--- src/rtl/lpc_mon_pkg.sv ---
package lpc_mon_pkg;

  localparam int NIB_W  = 4;
  localparam int ADDR_W = 32;

  localparam logic [NIB_W-1:0] ST_TARGET = 4'b0000;
  localparam logic [NIB_W-1:0] ST_STOP   = 4'b1111;
  localparam logic [NIB_W-1:0] TAR_NIB   = 4'b1111;
  localparam logic [NIB_W-1:0] SY_READY  = 4'b0000;
  localparam logic [NIB_W-1:0] SY_SHORT  = 4'b0101;
  localparam logic [NIB_W-1:0] SY_LONG   = 4'b0110;
  localparam logic [NIB_W-1:0] SY_ERROR  = 4'b1010;

  typedef enum logic [2:0] {
    PH_IDLE, PH_START, PH_ADDR, PH_TAR1, PH_SYNC, PH_DATA, PH_TAR2
  } phase_t;

  typedef struct packed {
    logic lad_chg;
    logic start;
    logic kind;
    logic tar;
    logic sync;
  } warn_t;

  typedef struct packed {
    logic [NIB_W-1:0]  start;
    logic [NIB_W-1:0]  kind;
    logic [ADDR_W-1:0] addr;
    logic [7:0]        data;
    logic [NIB_W-1:0]  sync;
  } rec_t;

  function automatic logic sync_is_wait(input logic [NIB_W-1:0] c);
    return (c == SY_SHORT) || (c == SY_LONG);
  endfunction

  function automatic logic sync_is_known(input logic [NIB_W-1:0] c);
    return (c == SY_READY) || (c == SY_ERROR) || sync_is_wait(c);
  endfunction

endpackage

--- src/rtl/lpc_phase_fsm.sv ---
module lpc_phase_fsm
  import lpc_mon_pkg::*;
#(
  parameter int IO_NIBS  = 4,
  parameter int MEM_NIBS = 8,
  parameter int TAR_CLKS = 2
) (
  input  logic             clk,
  input  logic             rst,
  input  logic             bus_reset_n,
  input  logic             frame_n,
  input  logic [NIB_W-1:0] nib,
  input  logic [NIB_W-1:0] start_q,
  input  logic             kind_mem,
  input  logic             kind_write,
  output phase_t           phase,
  output logic             ld_start,
  output logic             ld_kind,
  output logic             sh_addr,
  output logic             ld_dlo,
  output logic             ld_dhi,
  output logic             ld_sync,
  output logic             done,
  output warn_t            warn
);

  localparam int CNT_MAX = (MEM_NIBS > TAR_CLKS) ? MEM_NIBS : TAR_CLKS;
  localparam int CNT_W   = $clog2(CNT_MAX + 1);
  localparam logic [CNT_W-1:0] IO_LAST  = CNT_W'(IO_NIBS - 1);
  localparam logic [CNT_W-1:0] MEM_LAST = CNT_W'(MEM_NIBS - 1);
  localparam logic [CNT_W-1:0] TAR_LAST = CNT_W'(TAR_CLKS - 1);

  phase_t           phase_n;
  logic [CNT_W-1:0] cnt, cnt_n;
  logic [CNT_W-1:0] addr_last;
  logic             in_body;

  assign addr_last = kind_mem ? MEM_LAST : IO_LAST;
  assign in_body   = (phase != PH_IDLE) && (phase != PH_START);

  always_comb begin
    phase_n  = phase;
    cnt_n    = cnt;
    ld_start = 1'b0;
    ld_kind  = 1'b0;
    sh_addr  = 1'b0;
    ld_dlo   = 1'b0;
    ld_dhi   = 1'b0;
    ld_sync  = 1'b0;
    done     = 1'b0;
    warn     = '0;
    if (!bus_reset_n) begin
      phase_n = PH_IDLE;
      cnt_n   = '0;
    end else if (!frame_n && in_body) begin
      phase_n = PH_IDLE;
      cnt_n   = '0;
    end else begin
      case (phase)
        PH_IDLE: begin
          if (!frame_n) begin
            ld_start = 1'b1;
            phase_n  = PH_START;
          end
        end
        PH_START: begin
          if (!frame_n) begin
            warn.lad_chg = (nib != start_q);
            ld_start     = 1'b1;
          end else if (start_q == ST_TARGET) begin
            if (nib[3] || nib[0]) begin
              warn.kind = 1'b1;
              phase_n   = PH_IDLE;
            end else begin
              ld_kind = 1'b1;
              cnt_n   = '0;
              phase_n = PH_ADDR;
            end
          end else begin
            warn.start = (start_q != ST_STOP);
            phase_n    = PH_IDLE;
          end
        end
        PH_ADDR: begin
          sh_addr = 1'b1;
          if (cnt == addr_last) begin
            cnt_n   = '0;
            phase_n = kind_write ? PH_DATA : PH_TAR1;
          end else begin
            cnt_n = cnt + 1'b1;
          end
        end
        PH_DATA: begin
          if (cnt == '0) begin
            ld_dlo = 1'b1;
            cnt_n  = CNT_W'(1);
          end else begin
            ld_dhi  = 1'b1;
            cnt_n   = '0;
            phase_n = kind_write ? PH_TAR1 : PH_TAR2;
          end
        end
        PH_TAR1, PH_TAR2: begin
          warn.tar = (nib != TAR_NIB);
          if (cnt == TAR_LAST) begin
            cnt_n = '0;
            if (phase == PH_TAR1) begin
              phase_n = PH_SYNC;
            end else begin
              done    = 1'b1;
              phase_n = PH_IDLE;
            end
          end else begin
            cnt_n = cnt + 1'b1;
          end
        end
        PH_SYNC: begin
          ld_sync = 1'b1;
          if (!sync_is_wait(nib)) begin
            warn.sync = !sync_is_known(nib);
            cnt_n     = '0;
            phase_n   = kind_write ? PH_TAR2 : PH_DATA;
          end
        end
        default: begin
          phase_n = PH_IDLE;
          cnt_n   = '0;
        end
      endcase
    end
  end

  always_ff @(posedge clk) begin
    if (rst) begin
      phase <= PH_IDLE;
      cnt   <= '0;
    end else begin
      phase <= phase_n;
      cnt   <= cnt_n;
    end
  end

endmodule

--- src/rtl/lpc_field_capture.sv ---
module lpc_field_capture
  import lpc_mon_pkg::*;
(
  input  logic             clk,
  input  logic             rst,
  input  logic [NIB_W-1:0] nib,
  input  logic             ld_start,
  input  logic             ld_kind,
  input  logic             sh_addr,
  input  logic             ld_dlo,
  input  logic             ld_dhi,
  input  logic             ld_sync,
  output rec_t             fields
);

  always_ff @(posedge clk) begin
    if (rst) begin
      fields <= '0;
    end else begin
      if (ld_start) fields.start <= nib;
      if (ld_kind) begin
        fields.kind <= nib;
        fields.addr <= '0;
      end
      if (sh_addr) fields.addr <= {fields.addr[ADDR_W-NIB_W-1:0], nib};
      if (ld_dlo)  fields.data[3:0] <= nib;
      if (ld_dhi)  fields.data[7:4] <= nib;
      if (ld_sync) fields.sync <= nib;
    end
  end

endmodule

--- src/rtl/lpc_report_reg.sv ---
module lpc_report_reg
  import lpc_mon_pkg::*;
(
  input  logic  clk,
  input  logic  rst,
  input  logic  done,
  input  rec_t  fields,
  input  warn_t warn_in,
  output logic  valid,
  output rec_t  rec,
  output logic  sync_err,
  output warn_t warn_out
);

  always_ff @(posedge clk) begin
    if (rst) begin
      valid    <= 1'b0;
      rec      <= '0;
      sync_err <= 1'b0;
      warn_out <= '0;
    end else begin
      valid    <= done;
      warn_out <= warn_in;
      if (done) begin
        rec      <= fields;
        sync_err <= (fields.sync == SY_ERROR);
      end
    end
  end

endmodule

--- src/rtl/lpc_txn_monitor.sv ---
module lpc_txn_monitor
  import lpc_mon_pkg::*;
#(
  parameter int IO_NIBS  = 4,
  parameter int MEM_NIBS = 8,
  parameter int TAR_CLKS = 2
) (
  input  logic        clk,
  input  logic        rst,
  input  logic        bus_reset_n,
  input  logic        frame_n,
  input  logic [3:0]  bus_nib,
  output logic        txn_valid,
  output logic [3:0]  txn_start,
  output logic [3:0]  txn_kind,
  output logic [31:0] txn_addr,
  output logic [7:0]  txn_data,
  output logic [3:0]  txn_sync,
  output logic        txn_sync_err,
  output logic        warn_lad_chg,
  output logic        warn_start,
  output logic        warn_type,
  output logic        warn_tar,
  output logic        warn_sync
);

  phase_t phase;
  logic   ld_start, ld_kind, sh_addr, ld_dlo, ld_dhi, ld_sync, done;
  warn_t  warn_c, warn_r;
  rec_t   fields, rec;

  lpc_phase_fsm #(
    .IO_NIBS (IO_NIBS),
    .MEM_NIBS(MEM_NIBS),
    .TAR_CLKS(TAR_CLKS)
  ) u_fsm (
    .clk        (clk),
    .rst        (rst),
    .bus_reset_n(bus_reset_n),
    .frame_n    (frame_n),
    .nib        (bus_nib),
    .start_q    (fields.start),
    .kind_mem   (fields.kind[2]),
    .kind_write (fields.kind[1]),
    .phase      (phase),
    .ld_start   (ld_start),
    .ld_kind    (ld_kind),
    .sh_addr    (sh_addr),
    .ld_dlo     (ld_dlo),
    .ld_dhi     (ld_dhi),
    .ld_sync    (ld_sync),
    .done       (done),
    .warn       (warn_c)
  );

  lpc_field_capture u_cap (
    .clk     (clk),
    .rst     (rst),
    .nib     (bus_nib),
    .ld_start(ld_start),
    .ld_kind (ld_kind),
    .sh_addr (sh_addr),
    .ld_dlo  (ld_dlo),
    .ld_dhi  (ld_dhi),
    .ld_sync (ld_sync),
    .fields  (fields)
  );

  lpc_report_reg u_rep (
    .clk     (clk),
    .rst     (rst),
    .done    (done),
    .fields  (fields),
    .warn_in (warn_c),
    .valid   (txn_valid),
    .rec     (rec),
    .sync_err(txn_sync_err),
    .warn_out(warn_r)
  );

  assign txn_start    = rec.start;
  assign txn_kind     = rec.kind;
  assign txn_addr     = rec.addr;
  assign txn_data     = rec.data;
  assign txn_sync     = rec.sync;
  assign warn_lad_chg = warn_r.lad_chg;
  assign warn_start   = warn_r.start;
  assign warn_type    = warn_r.kind;
  assign warn_tar     = warn_r.tar;
  assign warn_sync    = warn_r.sync;

endmodule

--- config.mk ---
export PLATFORM = sky130hd
export DESIGN_NAME = lpc_txn_monitor
export DESIGN_NICKNAME = d
export VERILOG_FILES = /design/src/rtl/lpc_mon_pkg.sv /design/src/rtl/lpc_phase_fsm.sv /design/src/rtl/lpc_field_capture.sv /design/src/rtl/lpc_report_reg.sv /design/src/rtl/lpc_txn_monitor.sv
export SDC_FILE = /design/constraint.sdc
export NUM_CORES = 1
export LEC_CHECK = 0
export ABC_CLOCK_PERIOD_IN_PS = 2000
export BUFFER_PORTS_ARGS = -buffer_cell sky130_fd_sc_hd__buf_4
export CAP_MARGIN = 20
export CORE_ASPECT_RATIO = 1.2
export CORE_MARGIN = 5
export CORE_UTILIZATION = 45
export CTS_BUF_LIST = sky130_fd_sc_hd__clkbuf_4
export CTS_CLUSTER_SIZE = 24
export DETAILED_ROUTE_END_ITERATION = 7
export GPL_TIMING_DRIVEN = 1
export HOLD_SLACK_MARGIN = 0.08
export PLACE_DENSITY_LB_ADDON = 0.1
export SYNTH_ARGS = -nofsm -noshare
export SYNTH_HDL_FRONTEND = slang
export SYNTH_HIERARCHICAL = 1
export SYNTH_SLANG_ARGS = --single-unit
--- constraint.sdc ---
create_clock -name clk -period 2 [get_ports clk]
set_input_delay 0.4 -clock clk [delete_from_list [all_inputs] [get_ports clk]]
set_output_delay 0.4 -clock clk [all_outputs]
set_load 0.03 [all_outputs]
==> results.rst, run 1 <==
.. list-table::
   :header-rows: 1

   * - Metric
     - Value
   * - HPWL reported at the end of detailed placement
     - 7.59 mm
   * - Root cell of the clock tree
     - sky130_fd_sc_hd__clkbuf_4
   * - TritonCTS clock tree
     - done
   * - Dominant combinational cell family by area after synthesis
     - compound AO/OA/AOI/OAI gates
   * - Die Footprint
     - roughly 0.014 sq mm
   * - Number of sinks on the clock net
     - about 120
   * - Sum of internal, switching and leakage power
     - roughly 0.0044 W
   * - Worst Reg2Reg Path Length in Cells
     - 7
   * - DP Worst Slack
     - ~0.034 ns
   * - First DRT Iteration DRCs
     - between 150 and 200
   * - Origin of the critical flop-to-flop path
     - u_fsm/cnt[1]
   * - Portion of the post-synthesis area used by sequential elements
     - 46.4%
   * - Max Cap Viol
     - 0
   * - Total wire length
     - approximately 11 mm
   * - Yosys cell types
     - 46
   * - Yosys warns
     - 6
   * - Max-slew headroom
     - approximately three fifths
   * - Average wire per cell in the routed design
     - 15.3 um
   * - Remaining antenna violation count after routing
     - 0
   * - Arrival time of data at the critical path endpoint
     - 2.36 ns
   * - Setup slack after layout
     - 0.0923 ns
   * - Pleak
     - ~2.2 nW
   * - Outcome
     - finished clean
   * - Portion of netlist area occupied by mux cells
     - between 10% and 20%
   * - Latest clock arrival within the worst-skew pair
     - approximately 0.52 ns
   * - Total of buffers placed on input and output ports
     - between 60 and 70
   * - Count of state elements after synthesis
     - roughly 120
   * - R2r endpoint
     - u_fsm/phase[0]
   * - Number of antenna violations at the first check in global routing
     - 0
   * - Post-synthesis adder-cell area fraction
     - less than 1%
   * - Post-synthesis cell area
     - between 0.005 and 0.006 sq mm
   * - CP Data Required Time
     - between 2 and 2.5 ns
   * - Critical Path Sink Type
     - register
   * - Layout cell share with drive strength beyond 1
     - between 20% and 30%
   * - Top-level port count
     - 67
   * - Crit-path max cell delay
     - 0.52 ns
   * - # nets final
     - 594
   * - Total via count in the routed design
     - between 3000 and 4000
   * - Critical path cell sequence
     - inv_2 -> ha_2 -> or3b_4 -> o21ai_4 -> a21boi_4 -> or4b_1 -> a21oi_2
   * - Initial standard-cell utilization of the core
     - between 40% and 50%
   * - Floorplan Core Area
     - between 0.01 and 0.015 sq mm
   * - Avg Vias per Cell
     - between 5 and 6
   * - First-pass GRT wire length
     - roughly 19 mm
   * - Cell with the largest stage delay on the worst path
     - sky130_fd_sc_hd__or4b_1
   * - Clock buffer depth
     - 2
   * - DRC violations left
     - 0
   * - Unrepaired setup endpoints after global routing
     - true
   * - Hold-critical path endpoint
     - u_rep/rec[2]
   * - Primary FF master, synth
     - sky130_fd_sc_hd__dfxtp_1
   * - Most frequent cells in the layout
     - 115 x sky130_fd_sc_hd__dfxtp_1, 85 x sky130_fd_sc_hd__buf_4, 84 x sky130_fd_sc_hd__nor2_1, 72 x sky130_fd_sc_hd__mux2i_1, 37 x sky130_fd_sc_hd__inv_1
   * - Die X
     - between 100 and 150 um
   * - Final critical-path share of the clock period
     - a little over nine tenths
   * - Fill cells
     - between 1000 and 1500
   * - Transition at the pin with the smallest max-transition slack
     - roughly 0.59 ns
   * - Critical Path Stages
     - 7
   * - Cell family with most CP delay
     - simple AND/OR/NAND/NOR gates
   * - Synthesized area per cell
     - 9.97 sq um
   * - Synth async-reset ratio
     - 0%
   * - Fmax
     - roughly 0.52 GHz
   * - Die outline height
     - approximately 130 um
   * - Critical path type
     - register to register
   * - Minimum hold slack
     - between 0.2 and 0.25 ns
   * - Length of the first detailed-routing pass in iterations
     - 4
   * - Num CTS Buffers
     - 17
   * - Post-synthesis to final-layout area growth
     - 20.9%
   * - Area share of and/or/nand/nor cells after synthesis
     - around 14%
   * - Clk_skew
     - 0.0110 ns
   * - Hold WC Path Type
     - primary input to register
   * - Final critical path time including I/O delays and setup
     - about 1.9 ns
   * - GR Util All Layers
     - between 15 and 20%
   * - IR Drop Worst-Case VDD
     - between 0.3 and 0.4 mV
   * - EDFF count, synth
     - 0
   * - H-tree depth
     - 4
   * - PD cells
     - 713 mW/mm^2
   * - Number of antenna cells inserted
     - 0
   * - Number of standard cells after synthesis
     - just over 500
   * - Final TNS setup
     - 0 ns
   * - Placer congestion estimate
     - approximately 0.91
   * - Number of setup violations in the final report
     - 0
   * - Maximum fanout along the worst path
     - 8
   * - Kind of start point of the critical path
     - register
   * - Final Slew Violations
     - 0
   * - Compound-gate portion of the synthesized area
     - 14.9%
   * - Worst Hold Path Cells
     - 2
   * - Clock-pin slew reported for the worst setup and hold paths after clock tree synthesis
     - approximately 0.10 ns
   * - Largest net degree at the start of global routing
     - 52
   * - Remaining global-route overflow
     - 0
   * - Bufs and invs on worst path
     - 1
   * - Number of global-route vias before repair
     - between 3000 and 4000
   * - Area share of xor/xnor cells in the synthesized design
     - roughly 1.2%
   * - Most common cell after layout, fill and taps aside
     - sky130_fd_sc_hd__dfxtp_1
   * - Number of placement rows
     - between 40 and 50
   * - Hold violation total from the final report
     - 0
   * - Register-to-register path setup slack
     - ~0.09 ns
   * - Hold path startpoint
     - rst
   * - Syn Nets
     - around 520
==> metrics by stage <==
step | area, sq um | cells | utilization [%]
2_1_floorplan | 5090 | 511 | -
3_3_place_gp | 5790 | 716 | 52.2
3_5_place_dp | 5790 | 716 | 52.2
4_1_cts | 6080 | 745 | 54.9
5_1_grt | 6160 | 747 | 55.5
6_report | 6160 | 747 | 55.5
==> worst reg2reg max path, stage by stage, from the launching register on <==
cell	delay, ns
sky130_fd_sc_hd__dfxtp_2	0.35
sky130_fd_sc_hd__inv_2	0.07
sky130_fd_sc_hd__ha_2	0.17
sky130_fd_sc_hd__or3b_4	0.42
sky130_fd_sc_hd__o21ai_4	0.10
sky130_fd_sc_hd__a21boi_4	0.10
sky130_fd_sc_hd__or4b_1	0.52
sky130_fd_sc_hd__a21oi_2	0.12
==> registers in the layout, indices dropped and copies added, names as in the netlist <==
name and flops:
u_rep/rec 52, u_fsm/cnt 4, u_cap/fields 52, u_fsm/phase 3, u_rep/valid 1, u_rep/sync_err 1
u_rep/warn_out 5
==> Yosys cell counts, types with 2 or more instances <==
library cell	instances	share of area, %
sky130_fd_sc_hd__a21oi_1	7	0.69
sky130_fd_sc_hd__nand2_1	36	2.7
sky130_fd_sc_hd__o21ai_2	2	0.34
sky130_fd_sc_hd__xor2_1	7	1.2
sky130_fd_sc_hd__o32ai_2	30	9.6
sky130_fd_sc_hd__mux2i_1	72	14
sky130_fd_sc_hd__o31ai_1	3	0.44
sky130_fd_sc_hd__inv_1	38	2.8
sky130_fd_sc_hd__nor3b_1	2	0.29
sky130_fd_sc_hd__buf_8	5	1.5
sky130_fd_sc_hd__or2_2	3	0.37
sky130_fd_sc_hd__nor3_1	5	0.49
sky130_fd_sc_hd__nor2_1	86	6.3
sky130_fd_sc_hd__nor4_1	2	0.25
sky130_fd_sc_hd__clkbuf_1	18	1.3
sky130_fd_sc_hd__a311oi_1	2	0.34
sky130_fd_sc_hd__o21ai_0	9	0.88
sky130_fd_sc_hd__a31oi_1	5	0.61
sky130_fd_sc_hd__ha_1	3	0.74
sky130_fd_sc_hd__buf_6	6	1.3
sky130_fd_sc_hd__nor2b_1	6	0.74
sky130_fd_sc_hd__buf_2	10	0.98
sky130_fd_sc_hd__nand2b_1	5	0.61
sky130_fd_sc_hd__o32ai_1	2	0.34
sky130_fd_sc_hd__nand3_1	5	0.49
sky130_fd_sc_hd__dfxtp_1	118	46
sky130_fd_sc_hd__a211oi_1	3	0.44
sky130_fd_sc_hd__a41oi_1	2	0.34
sky130_fd_sc_hd__and2b_2	2	0.34
==> routing by layer <==
layer / wire (um) / vias to the layer above / global-route usage [%]
li1: - / 1885 / -
met1: 5040 / 1813 / 21.3
met2: 5670 / 102 / 28.5
met3: 602 / 10 / 6.25
met4: 104 / 0 / 5.34
met5: 0 / - / 0
==> area by class of cell <==
type / count / area [sq um] / area share (%)
clock buffer: 19 / 143 / 2.32
multi-input combinational: 314 / 2350 / 38.2
sequential: 118 / 2370 / 38.4
inverter: 38 / 143 / 2.32
timing repair buffer: 94 / 806 / 13.1
tap: 154 / 193 / 3.13
clock inverter: 10 / 156 / 2.54
==> cells by family (layout without fill, tap and decap cells) <==
| logic type | count (synthesis) | after routing |
|---|---|---|
| AND/OR/NAND/NOR | 162 | 162 |
| AO/OA/AOI/OAI | 70 | 70 |
| XOR/XNOR | 7 | 7 |
| multiplexers | 72 | 72 |
| buffers and inverters | 79 | 161 |
| flip-flops | 118 | 118 |
| adder cells (fa/ha/maj) | 3 | 3 |
==> report_power, final <==
part	switching [W]	total, W	internal [W]
clock	0.000849	0.00184	0.000993
sequential	0.00000956	0.00236	0.00235
combinational	0.000123	0.000185	0.0000621
total	0.000981	0.00439	0.00341
==> what timing repair did <==
action,in CTS,in global routing
hold buffers,0,0
endpoints found under the setup margin,0,48
gates resized for setup,0,11
hold endpoints to repair,0,0
setup buffers,0,1
==> how the worst max path moves through the flow <==
stage                       startpoint                to  slack [ns]
final                     u_fsm/cnt[1]    u_fsm/phase[0]        0.09
after global routing      u_fsm/cnt[1]    u_fsm/phase[0]      -0.002
after CTS                 u_fsm/cnt[1]      u_rep/rec[6]        0.03
after detailed placement  u_fsm/cnt[1]      u_rep/rec[6]        0.03
after global placement      bus_nib[0]    u_fsm/phase[2]         0.1
after floorplan                frame_n  u_cap/fields[14]        0.16
Power figures use the tool's default switching activity.
==> inputs of run 2 (changes only) <==
--- a/config.mk
+++ b/config.mk
@@ -10,7 +10,7 @@
 export CAP_MARGIN = 20
 export CORE_ASPECT_RATIO = 1.2
 export CORE_MARGIN = 5
-export CORE_UTILIZATION = 45
+export CORE_UTILIZATION = 50
 export CTS_BUF_LIST = sky130_fd_sc_hd__clkbuf_4
 export CTS_CLUSTER_SIZE = 24
 export DETAILED_ROUTE_END_ITERATION = 7
==> run 2 against run 1 <==
Combinational power is 3% lower. Clock skew rose by 0.0032 ns. Wire length decreased by 2.2%. Maximum frequency down 2.8%. Design area fell by 0.93%. Core utilization rose by 5.4 points. Cell count decreased by 3.3%. Largest cell class unchanged.
==> results.rst, run 2 (synthesis gave the netlist of run 1 again) <==
.. list-table::
   :header-rows: 1

   * - Metric
     - Value
   * - Most frequent cells in the layout
     - 116 x sky130_fd_sc_hd__dfxtp_1, 84 x sky130_fd_sc_hd__nor2_1, 83 x sky130_fd_sc_hd__buf_4, 70 x sky130_fd_sc_hd__mux2i_1, 37 x sky130_fd_sc_hd__inv_1 (was 115 x sky130_fd_sc_hd__dfxtp_1, 85 x sky130_fd_sc_hd__buf_4, 84 x sky130_fd_sc_hd__nor2_1, 72 x sky130_fd_sc_hd__mux2i_1, 37 x sky130_fd_sc_hd__inv_1)
   * - Cts-stage hold buffer count
     - 0 (unchanged)
   * - Final critical path time including I/O delays and setup
     - 1.96 ns (was 1.91 ns)
   * - Final Slew Violations
     - 0 (unchanged)
   * - Switching share of power
     - 24.1% (was 22.3%)
   * - Die Footprint
     - 0.0123 sq mm (was 0.0136 sq mm)
   * - Hold violation total from the final report
     - 0 (unchanged)
   * - Root cell of the clock tree
     - sky130_fd_sc_hd__clkbuf_4 (unchanged)
   * - H-tree depth
     - 4 (unchanged)
   * - GR Util All Layers
     - 18.1% (was 17.4%)
   * - Initial standard-cell utilization of the core
     - 50.9% (was 45.9%)
   * - Die outline height
     - 121 um (was 127 um)
   * - Clk_skew
     - 0.0142 ns (was 0.0110 ns)
   * - Part of the power in the clock network
     - 37.1% (was 42.0%)
   * - Latest clock arrival within the worst-skew pair
     - 0.50 ns (was 0.52 ns)
   * - Max-slew headroom
     - 57.6% (was 60.9%)
   * - Total of buffers placed on input and output ports
     - 66 (unchanged)
   * - Storage cell area
     - 0.00236 sq mm (was 0.00237 sq mm)
   * - Critical Path Sink Type
     - register (unchanged)
   * - Outcome
     - finished clean (unchanged)
   * - Die X
     - 102 um (was 107 um)
   * - Power share of the combinational group
     - 4.4% (was 4.2%)
   * - Maximum fanout along the worst path
     - 7 (was 8)
   * - TritonCTS clock tree
     - done (unchanged)
   * - Number of sinks on the clock net
     - 118 (unchanged)
   * - Kind of start point of the critical path
     - register (unchanged)
   * - Pleak
     - 2.20 nW (about the same)
   * - Instance area after placement
     - 0.00569 sq mm (was 0.00579 sq mm)
   * - PD cells
     - 663 mW/mm^2 (was 713 mW/mm^2)
   * - Registers with the most flip-flops
     - u_cap/fields: 52 flops, u_rep/rec: 52 flops, u_rep/warn_out: 5 flops (unchanged)
   * - Average wire per cell in the routed design
     - 15.5 um (was 15.3 um)
   * - Max Cap Viol
     - 0 (unchanged)
   * - Most common cell after layout, fill and taps aside
     - sky130_fd_sc_hd__dfxtp_1 (unchanged)
   * - First-pass GRT wire length
     - 17.9 mm (was 18.9 mm)
   * - Top-level port count
     - 67 (unchanged)
   * - Post-synthesis to final-layout area growth
     - 19.7% (was 20.9%)
   * - Length of the first detailed-routing pass in iterations
     - 5 (was 4)
   * - Placer congestion estimate
     - 0.845 (was 0.910)
   * - Util after Layout
     - 60.9% (was 55.5%)
   * - Remaining antenna violation count after routing
     - 0 (unchanged)
   * - First DRT Iteration DRCs
     - 195 (was 157)
   * - Final critical-path share of the clock period
     - 98.1% (was 95.4%)
   * - Number of placement rows
     - 40 (was 42)
   * - Num CTS Buffers
     - 17 (unchanged)
   * - Clock-pin slew reported for the worst setup and hold paths after clock tree synthesis
     - 0.10 ns (about the same)
   * - Fill cells
     - 918 (was 1024)
   * - Avg Vias per Cell
     - 5.19 (was 5.10)
   * - # nets final
     - 594 (unchanged)
   * - Number of antenna violations at the first check in global routing
     - 0 (unchanged)
   * - Clock buffer depth
     - 2 (unchanged)
   * - CP Data Required Time
     - 2.36 ns (was 2.45 ns)
   * - Number of global-route vias before repair
     - 3645 (was 3809)
   * - Unrepaired setup endpoints after global routing
     - true (unchanged)
   * - Proportion of power drawn by flip-flops and latches
     - 58.5% (was 53.8%)
   * - Transition at the pin with the smallest max-transition slack
     - 0.636 ns (was 0.586 ns)
   * - Total wire length
     - 11.2 mm (was 11.4 mm)
   * - Critical path type
     - register to register (unchanged)
   * - Sum of internal, switching and leakage power
     - 0.00405 W (was 0.00439 W)
   * - Remaining global-route overflow
     - 0 (unchanged)
   * - Finished layout cell area
     - 0.00610 sq mm (was 0.00616 sq mm)
   * - Net switching power
     - 0.000975 W (was 0.000981 W)
   * - IR Drop Worst-Case VDD
     - 0.406 mV (was 0.387 mV)
   * - DRC violations left
     - 0 (unchanged)
   * - Layout cell share with drive strength beyond 1
     - 29.7% (was 28.8%)
   * - Largest net degree at the start of global routing
     - 50 (was 52)
   * - Cell Int Power
     - 0.00307 W (was 0.00341 W)
   * - Number of setup violations in the final report
     - 0 (unchanged)
   * - Total via count in the routed design
     - 3745 (was 3810)
   * - Floorplan Core Area
     - 0.0100 sq mm (was 0.0111 sq mm)
   * - Multi-input gate area in the final layout
     - 0.00235 sq mm (unchanged)
   * - HPWL reported at the end of detailed placement
     - 7.00 mm (was 7.59 mm)
   * - Number of antenna cells inserted
     - 0 (unchanged)
   * - Arrival time of data at the critical path endpoint
     - 2.33 ns (was 2.36 ns)
   * - Fmax
     - 0.510 GHz (was 0.524 GHz)
   * - Hold WC Path Type
     - primary input to register (unchanged)
==> run 2: cell types whose count changed in the layout (fill, tap and decap cells not counted), sizes merged <==
| cell | previous run | this run |
|---|---|---|
| inv | 39 | 38 |
| buf | 93 | 91 |
| clkbuf | 20 | 24 |
| clkinv | 3 | 9 |
| bufinv | 4 | 1 |
| clkinvlp | 2 | 1 |
==> run 2: cell type report <==
cell class / count / share of cell area (%)
sequential: 118 / 38.8
tap: 126 / 2.59
clock buffer: 21 / 2.59
multi-input combinational: 314 / 38.5
inverter: 38 / 2.34
timing repair buffer: 94 / 13.8
clock inverter: 11 / 1.40
==> run 2: routing by layer <==
metal  up-vias  track usage [%]  wire (um)
met5         -                0          0
met4         0             6.07        145
met3        11             5.25        465
met2        77             28.7       5340
met1      1770             23.4       5210
li1       1887                -          -
==> run 2: power by group through the flow <==
stage,Sequential (W),Clock (W),Combinational (W)
floorplan,0.00242,0,0.000124
global placement,0.00242,0,0.000176
detailed placement,0.00242,0,0.000178
CTS,0.00237,0.00156,0.000178
global route,0.00237,0.00167,0.000198
finish,0.00237,0.00150,0.000179
==> run 2: path summary, 6_finish.rpt <==
path,startpoint,end,slack (ns),depth (start not counted)
setup / recovery,u_fsm/cnt[1],u_rep/rec[25],0.04,8
hold / removal,bus_nib[0],u_cap/fields[44],0.23,3
hold reg to reg,u_cap/fields[41],u_rep/rec[41],0.49,2
setup reg to reg,u_fsm/cnt[1],u_rep/rec[25],0.04,8
==> run 2: critical path, stage by stage, from the launching register on <==
cell	delay, ns
sky130_fd_sc_hd__dfxtp_2	0.35
sky130_fd_sc_hd__inv_2	0.07
sky130_fd_sc_hd__ha_2	0.16
sky130_fd_sc_hd__or3b_4	0.41
sky130_fd_sc_hd__nor3_4	0.20
sky130_fd_sc_hd__buf_6	0.21
sky130_fd_sc_hd__clkbuf_16	0.19
sky130_fd_sc_hd__mux2i_2	0.20
sky130_fd_sc_hd__nor2_1	0.05
==> run 2: per-stage QoR <==
step	setup WS, ns	hold WS, ns	std cells	setup TNS (ns)
floorplan	0.163	0.451	511	0
global placement	0.0797	0.472	683	0
detailed placement	0.0196	0.480	683	0
CTS	0.00137	0.187	715	0
global route	-0.0515	0.218	722	-0.577
finish	0.0382	0.233	722	0
==> run 2: timing repair <==
action / in CTS / in global routing
resized for setup: 0 / 18
endpoints found under the setup margin: 0 / 60
setup buffers: 0 / 2
